## src/rtl/bic_pkg.sv

```systemverilog
package bic_pkg;
  localparam int BANK_IDX_W = 8;

  typedef enum logic [1:0] {
    REG_EVENT  = 2'd0,
    REG_ENABLE = 2'd1,
    REG_ACK    = 2'd2,
    REG_LEVEL  = 2'd3
  } regKind_e;

  typedef struct packed {
    logic                  wrEnable;
    logic                  wrAck;
    logic                  rdStrobe;
    logic                  rdHit;
    regKind_e              kind;
    logic [BANK_IDX_W-1:0] bank;
  } ctrlStrobe_t;
endpackage

```

## src/rtl/bic_sync.sv

```systemverilog
module bic_sync #(
  parameter int WIDTH = 64
) (
  input  logic             clk,
  input  logic             rstN,
  input  logic [WIDTH-1:0] asyncIn,
  output logic [WIDTH-1:0] syncOut
);
  logic [WIDTH-1:0] stage1;

  always_ff @(posedge clk) begin
    if (!rstN) begin
      stage1  <= '0;
      syncOut <= '0;
    end else begin
      stage1  <= asyncIn;
      syncOut <= stage1;
    end
  end
endmodule

```

## src/rtl/bic_decode.sv

```systemverilog
module bic_decode
  import bic_pkg::*;
#(
  parameter int NUM_BANKS = 2,
  parameter int ADDR_W = 4,
  parameter logic [NUM_BANKS*ADDR_W-1:0] BANK_BASE = 8'h48
) (
  input  logic              clk,
  input  logic              rstN,
  input  logic              regWr,
  input  logic              regRd,
  input  logic [ADDR_W-1:0] regAddr,
  output ctrlStrobe_t       strobe
);
  logic                  hit;
  logic [BANK_IDX_W-1:0] bankSel;
  regKind_e              kind;

  always_comb begin
    hit     = 1'b0;
    bankSel = '0;
    for (int b = 0; b < NUM_BANKS; b++) begin
      if (regAddr[ADDR_W-1:2] == BANK_BASE[b*ADDR_W+2 +: ADDR_W-2]) begin
        hit     = 1'b1;
        bankSel = BANK_IDX_W'(b);
      end
    end
    kind = regKind_e'(regAddr[1:0]);
  end

  always_comb begin
    strobe.wrEnable = regWr && hit && (kind == REG_ENABLE);
    strobe.wrAck    = regWr && hit && (kind == REG_ACK);
    strobe.rdStrobe = regRd;
    strobe.rdHit    = hit;
    strobe.kind     = kind;
    strobe.bank     = bankSel;
  end

  // at most one kind of write strobe per cycle
  a_r9_one_write_kind: assert property (@(posedge clk) disable iff (!rstN)
    $onehot0({strobe.wrEnable, strobe.wrAck}));

  // a miss on both banks never produces a write strobe
  a_r9_miss_no_write: assert property (@(posedge clk) disable iff (!rstN)
    !strobe.rdHit |-> (!strobe.wrEnable && !strobe.wrAck));
endmodule

```

## src/rtl/bic_bank_path.sv

```systemverilog
module bic_bank_path
  import bic_pkg::*;
#(
  parameter int NUM_BANKS = 2,
  parameter int BANK_W = 32
) (
  input  logic                        clk,
  input  logic                        rstN,
  input  logic [NUM_BANKS*BANK_W-1:0] levelIn,
  input  ctrlStrobe_t                 strobe,
  input  logic [BANK_W-1:0]           wdata,
  output logic [BANK_W-1:0]           rdata,
  output logic                        irqOut
);
  localparam int N = NUM_BANKS * BANK_W;

  logic [N-1:0] prevLevel, eventQ, enableQ, riseVec;
  logic [N-1:0] ackAll, enMaskAll, enDataAll;
  logic [BANK_W-1:0] selWord;

  assign riseVec   = levelIn & ~prevLevel;
  assign enDataAll = {NUM_BANKS{wdata}};

  for (genvar gb = 0; gb < NUM_BANKS; gb++) begin : g_bank
    logic bankHit;
    assign bankHit = (strobe.bank == BANK_IDX_W'(gb));
    assign ackAll[gb*BANK_W +: BANK_W]    = (strobe.wrAck && bankHit) ? wdata : '0;
    assign enMaskAll[gb*BANK_W +: BANK_W] = {BANK_W{strobe.wrEnable && bankHit}};
  end

  always_ff @(posedge clk) begin
    if (!rstN) begin
      prevLevel <= '0;
      eventQ    <= '0;
      enableQ   <= '0;
      irqOut    <= 1'b0;
    end else begin
      prevLevel <= levelIn;
      eventQ    <= (eventQ & ~ackAll) | riseVec;
      enableQ   <= (enableQ & ~enMaskAll) | (enDataAll & enMaskAll);
      irqOut    <= |(eventQ & enableQ);
    end
  end

  always_comb begin
    selWord = '0;
    for (int b = 0; b < NUM_BANKS; b++) begin
      if (strobe.bank == BANK_IDX_W'(b)) begin
        case (strobe.kind)
          REG_EVENT:  selWord = eventQ[b*BANK_W +: BANK_W];
          REG_ENABLE: selWord = enableQ[b*BANK_W +: BANK_W];
          REG_LEVEL:  selWord = levelIn[b*BANK_W +: BANK_W];
          default:    selWord = '0;
        endcase
      end
    end
    if (!strobe.rdHit) selWord = '0;
  end

  always_ff @(posedge clk) begin
    if (!rstN) rdata <= '0;
    else if (strobe.rdStrobe) rdata <= selWord;
  end

  // an event bit appears only after a synchronized rising edge
  a_r3_set_only_on_edge: assert property (@(posedge clk) disable iff (!rstN)
    1'b1 |=> ((eventQ & ~$past(eventQ) & ~$past(riseVec)) == '0));

  // acknowledged bits without a coincident edge are cleared
  a_r4_ack_clears: assert property (@(posedge clk) disable iff (!rstN)
    strobe.wrAck |=> ((eventQ & $past(ackAll & ~riseVec)) == '0));

  // enable holds the written data on the written bank
  a_r5_enable_readback: assert property (@(posedge clk) disable iff (!rstN)
    strobe.wrEnable |=> (((enableQ ^ $past(enDataAll)) & $past(enMaskAll)) == '0));

  // a request needs some enabled source in the prior cycle
  a_r8_irq_needs_enable: assert property (@(posedge clk) disable iff (!rstN)
    irqOut |-> $past(|enableQ));
endmodule

```

## src/rtl/banked_irq_ctrl.sv

```systemverilog
module banked_irq_ctrl
  import bic_pkg::*;
#(
  parameter int NUM_BANKS = 2,
  parameter int BANK_W = 32,
  parameter int ADDR_W = 4,
  parameter logic [NUM_BANKS*ADDR_W-1:0] BANK_BASE = 8'h48
) (
  input  logic                        clk,
  input  logic                        rstN,
  input  logic [NUM_BANKS*BANK_W-1:0] srcIn,
  input  logic                        regWr,
  input  logic                        regRd,
  input  logic [ADDR_W-1:0]           regAddr,
  input  logic [BANK_W-1:0]           regWdata,
  output logic [BANK_W-1:0]           regRdata,
  output logic                        irqOut
);
  localparam int N = NUM_BANKS * BANK_W;

  logic [N-1:0] levelSync;
  ctrlStrobe_t  strobe;

  bic_sync #(.WIDTH(N)) u_sync (
    .clk(clk), .rstN(rstN), .asyncIn(srcIn), .syncOut(levelSync)
  );

  bic_decode #(.NUM_BANKS(NUM_BANKS), .ADDR_W(ADDR_W), .BANK_BASE(BANK_BASE)) u_ctrl (
    .clk(clk), .rstN(rstN), .regWr(regWr), .regRd(regRd),
    .regAddr(regAddr), .strobe(strobe)
  );

  bic_bank_path #(.NUM_BANKS(NUM_BANKS), .BANK_W(BANK_W)) u_path (
    .clk(clk), .rstN(rstN), .levelIn(levelSync), .strobe(strobe),
    .wdata(regWdata), .rdata(regRdata), .irqOut(irqOut)
  );
endmodule

```

## config.mk

```make
export PLATFORM = sky130hd
export DESIGN_NAME = banked_irq_ctrl
export DESIGN_NICKNAME = d
export VERILOG_FILES = /design/src/rtl/bic_pkg.sv /design/src/rtl/bic_sync.sv /design/src/rtl/bic_decode.sv /design/src/rtl/bic_bank_path.sv /design/src/rtl/banked_irq_ctrl.sv
export SDC_FILE = /design/constraint.sdc
export NUM_CORES = 1
export LEC_CHECK = 0
export ABC_AREA = 1
export BUFFER_PORTS_ARGS = -buffer_cell sky130_fd_sc_hd__buf_2
export CORE_UTILIZATION = 52
export DETAILED_ROUTE_END_ITERATION = 16
export GPL_ROUTABILITY_DRIVEN = 1
export PLACE_DENSITY = 0.73
export RECOVER_POWER = 50
export SYNTH_ARGS = -nofsm -noshare
export SYNTH_HDL_FRONTEND = slang
export SYNTH_SLANG_ARGS = --single-unit
```

## constraint.sdc

```tcl
create_clock -name clk -period 1.6 [get_ports clk]
set_input_delay 0.24 -clock clk [delete_from_list [all_inputs] [get_ports clk]]
set_output_delay 0.24 -clock clk [all_outputs]
set_load 0.05 [all_outputs]
```

# After elaboration in Yosys (flattened, before gate mapping)
# Cells that the tools add are included.
classes:
  n_bitwise: 10
  n_mux: 10
  eq_ne: 6
  reduce_logical: 10
op_table:
  columns: ["operator", "n"]
  rows:
  - ["$and 64x64->64", 5]
  - ["$not 64->64", 3]
  - ["$pmux 32 s3", 2]
  - ["$mux 32", 5]
  - ["$or 64x64->64", 2]
  - ["$reduce_or 64->1", 1]
  - ["$logic_not 8->1", 1]
  - ["$logic_and 1x1->1", 7]
  - ["$eq 2x2->1 const B", 3]
  - ["$eq 2x1->1 const B", 2]
  - ["$mux 1", 3]
  - ["$logic_not 2->1", 1]
  - ["$eq 1x1->1 const B", 1]
totals:
  output_inout_bits: 33
  in_bits: 104
  ff_bits: 353

# Depth between registers and ports, before layout
logic_depth:
  ltp_word: 10
  mapped_depth: 9

# Cells and area by module
# From an unflattened synthesis, not the netlist that was laid out.
hier_totals:
  cells_unflattened: 1885
  hier_area_um2: 13837.0
by_module_without_submodules:
  columns: ["mod", "area_each_um2", "cells_each", "n_inst", "seq_area_each_um2"]
  rows:
  - ["bic_bank_path", 10024.6, 1465, 1, 4504.3]
  - ["bic_sync", 3677.3, 398, 1, 2562.5]
  - ["bic_decode", 135.1, 22, 1, 0.0]

# Least setup slack after synthesis
# Ideal clock, no wire load.
synth_timing:
  kind: "input to register"
  from: "in regAddr[3]"
  to: "reg u_path.eventQ[61]"
  path_slack_ns: 0.215
  setup_time_ns: 0.121
  n_path_buf: 1
  t_required_ns: 1.479
  t_arrival_ns: 1.264
  stages: 9
  path_cell_list: "inv_1 -> ha_1 -> inv_1 -> nand4_1 -> nor2_2 -> buf_2 -> nand2_1 -> nand3_1 -> o21ai_0"
synth_via:
  elab_chain_len: 10
  elab_cells_between_ends: 13
  cone_classes: "eq/ne (3); mux (4); bitwise (3); reduce/logical (3)"
synth_lines:
  columns: ["element", "line", "text"]
  rows:
  - ["start, declared", "banked_irq_ctrl.sv:14", "input logic [ADDR_W-1:0] regAddr,"]
  - ["$eq 2x2->1", "bic_decode.sv:23", "if (regAddr[ADDR_W-1:2] == BANK_BASE[b*ADDR_W+2 +: ADDR_W-2]) begin"]
  - ["$mux 1 (2 in a row)", "bic_decode.sv:23", null]
  - ["$logic_and 1x1->1 (2 in a row)", "bic_decode.sv:33", "strobe.wrAck = regWr && hit && (kind == REG_ACK);"]
  - ["$logic_and 1x1->1 *", "bic_bank_path.sv:27", "assign ackAll[gb*BANK_W +: BANK_W] = (strobe.wrAck && bankHit) ? wdata : '0;"]
  - ["$mux 32 *", "bic_bank_path.sv:27", null]
  - ["$not 64->64 *", "bic_bank_path.sv:39", "eventQ <= (eventQ & ~ackAll) | riseVec;"]
  - ["$and 64x64->64 *", "bic_bank_path.sv:39", null]
  - ["$or 64x64->64 *", "bic_bank_path.sv:39", null]
  - ["end signal, assigned", "bic_bank_path.sv:39", null]
  - ["end, declared", "bic_bank_path.sv:17", "logic [N-1:0] prevLevel, eventQ, enableQ, riseVec;"]
# Mark *: on every way between the ends. The rest lies on a longest branch, timed or not.
# A chain may end at the register's enable or synchronous reset.

# Final worst setup path
layout_timing:
  from: "reg u_path.rdata[1]"
  to: "out regRdata[1]"
layout_lines:
  columns: ["element", "line", "text"]
  rows:
  - ["start, declared", "bic_bank_path.sv:12", "output logic [BANK_W-1:0] rdata,"]
  - ["start signal, assigned", "bic_bank_path.sv:62", "else if (strobe.rdStrobe) rdata <= selWord;"]
  - ["end, declared", "banked_irq_ctrl.sv:16", "output logic [BANK_W-1:0] regRdata,"]
# No word-level cell between the ends.

==> results.toml <==
[status]
status = "finished, final reports clean"

[timing]
worst_pin_slew_ns = 1.01
fmax_mhz = 704
fin_setup_tns_ns = 0
slew_violations = 0
max_slew_margin_pct = 32.6
layout_min_cycle_time_ns = 1.42
setup_viol = 0
rsz0062_at_grt = "false"
fin_worst_skew_ns = 0.0120
finalWorstSetupSlack_ns = 0.179
whs_ns = 0.0395
finalCritPeriodShare_pct = 88.8
hold_viol = 0

[finish]
n_fill_cell = 2110
drive_above_1_share_pct = 12.4
final_common_cell = "nand2_1"
layout_common_cells = "621 x nand2_1, 353 x dfxtp_1, 195 x inv_1"
finalInstanceArea_um2 = 15800
final_core_util_pct = 64.9
final_nets = 2007
area_growth_pct = 22.5
final-instance-count-excl-fill = 2249

[synth]
yosysWarnings = 0
synth_seq_area_share_pct = 54.9
syn_area_um2 = 12900
ys_ff_latch = 353
avgSynthCellArea_um2 = 7.51
yosysUniqueCellTypes = 20
synth_cells = 1716
synth_nets = 1821

[global_routing]
antenna_found_initial = 2
grtUsageTotal_pct = 25.6
grt_pass1_vias = 10700
grt_max_degree = 50
grt_pass1_wl_mm = 53.0
gr-total-overflow = 0

[critical_path]
max_stage_delay_ns = 0.38
cp.required_ns = 1.36
crit_family = "flip-flops"
reg2regPathDepth = 8
cp_max_fo = 2
path_buf_inv = 1
crit_slowest_cell = "dfxtp_1"
arrival_ns = 1.18
cp-end-kind = "output port"
crit_chain = "buf_2"
reg2reg_from = "u_path.eventQ[15]$_SDFF_PN0_"
cp-start-kind = "flip-flop"
path_class = "reg2out"
reg2reg_slack_ns = 0.25
reg2reg_to = "u_path.irqOut$_SDFF_PN0_"

[clock_network]
cts_hold_buf = 64
insertion_delay_ns = 0.51
cts.path.max_buffers = 3
cts_buffers = 36
cts_resized = 0
clkSinkCount = 353
clk_pin_slew_worst_paths_ns = 0.06
htreeDepth = 2
post_cts_buffers = 0
tritoncts = "done"
cts-root-buf = "clkbuf_16"

[detailed_routing]
vias = 11400
finalWirelength_mm = 32.2
drc = 0
drtPass1Iterations = 5
first_iter_violations = 1095
avgViaCountPerCell = 5.05
wl_per_cell_um = 14.3
ant_nets = 0

[floorplan]
pin_count = 137
dieHeight_um = 159
dieArea_um2 = 25400
die_w_um = 159
start_util_pct = 53.0
coreArea_um2 = 24300
row_count = 57

[pwr]
p_int_mw = 14.5
vdd_drop_max_uv = 717
clkPwrFrac_pct = 43.1
power_density_nw_per_um2 = 1190
power_frac_comb_pct = 7.2
switching_share_pct = 22.7
finalPower_mw = 18.7
p_sw_mw = 4.24
seqPwrFrac_pct = 49.7
p_leak_nw = 7.65

[placed_design]
dpl_cell_area_um2 = 14000
io_buffers = 136
place_congestion = 0.829
pre_cts_ws_ns = -0.0912
dp_hpwl_mm = 20.6
placed_cells = 2124

[flow_run]
maxCapViolCount = 0

[worst_hold_path]
hp-start = "regWdata[9]"
hold_depth = 3
hold_path.class = "in2reg"
[worst max path at each step]
stage / to / cells after the start / from / slack [ns]
2_1_floorplan: u_path.eventQ[61]$_SDFF_PN0_ / 9 / regAddr[3] / 0.21
3_3_place_gp: flip-flop / 8 / regAddr[3] / -0.04
3_5_place_dp: u_path.eventQ[24]$_SDFF_PN0_ / 10 / regAddr[3] / -0.09
4_1_cts: regRdata[1] / 1 / u_path.rdata[1]$_SDFFE_PN0P_ / 0.18
5_1_grt: flip-flop / 4 / rstN / 0.1
6_report: regRdata[1] / 1 / u_path.rdata[1]$_SDFFE_PN0P_ / 0.18
[cell usage after synthesis, drive strengths merged]
cell type | n | share of area, %
a211oi | 1 | 0.097
a21oi | 128 | 5.0
and3 | 1 | 0.058
buf | 47 | 2.2
clkbuf | 50 | 1.5
dfxtp | 353 | 55
ha | 1 | 0.097
inv | 199 | 5.8
nand2 | 621 | 18
nand3 | 192 | 7.5
nand4 | 33 | 1.6
nor2 | 26 | 0.87
o21ai | 64 | 2.5
[per-layer routing]
layer / GRT usage (%) / vias up / part of all wire [%]
met5: 0 / - / 0.040
met4: 9.22 / 2 / 2.8
met3: 3.99 / 62 / 6.7
met2: 41.9 / 396 / 45
met1: 34.3 / 5167 / 45
li1: - / 5740 / -
[cell type report]
class | instances | area (um^2) | share of cell area [%]
Tap cell | 324 | 405 | 2.57
Timing Repair Buffer | 245 | 1810 | 11.4
Antenna cell | 1 | 2.50 | 0.0159
Inverter | 199 | 747 | 4.73
Clock buffer | 52 | 1040 | 6.60
Multi-Input combinational cell | 1067 | 4620 | 29.3
Sequential cell | 353 | 7070 | 44.8
Clock inverter | 8 | 92.6 | 0.587
[power by group through the flow]
stage	sequential (mW)	combinational (mW)	clock (mW)
final	9.30	1.35	8.06
after global routing	9.33	1.49	8.61
after CTS	9.29	1.35	8.23
after detailed placement	9.48	1.23	0
after global placement	9.47	1.21	0
after floorplan	9.51	0.657	0
[kinds of logic after synthesis]
kind of cell    Yosys count  synth area share [%]
compound gates          193                  7.56
fa+ha+maj                 1                0.0971
buf+inv                 296                  9.41
flops                   353                  54.9
simple gates            873                  28.1
Note: power is estimated with default switching activity, not from simulation.
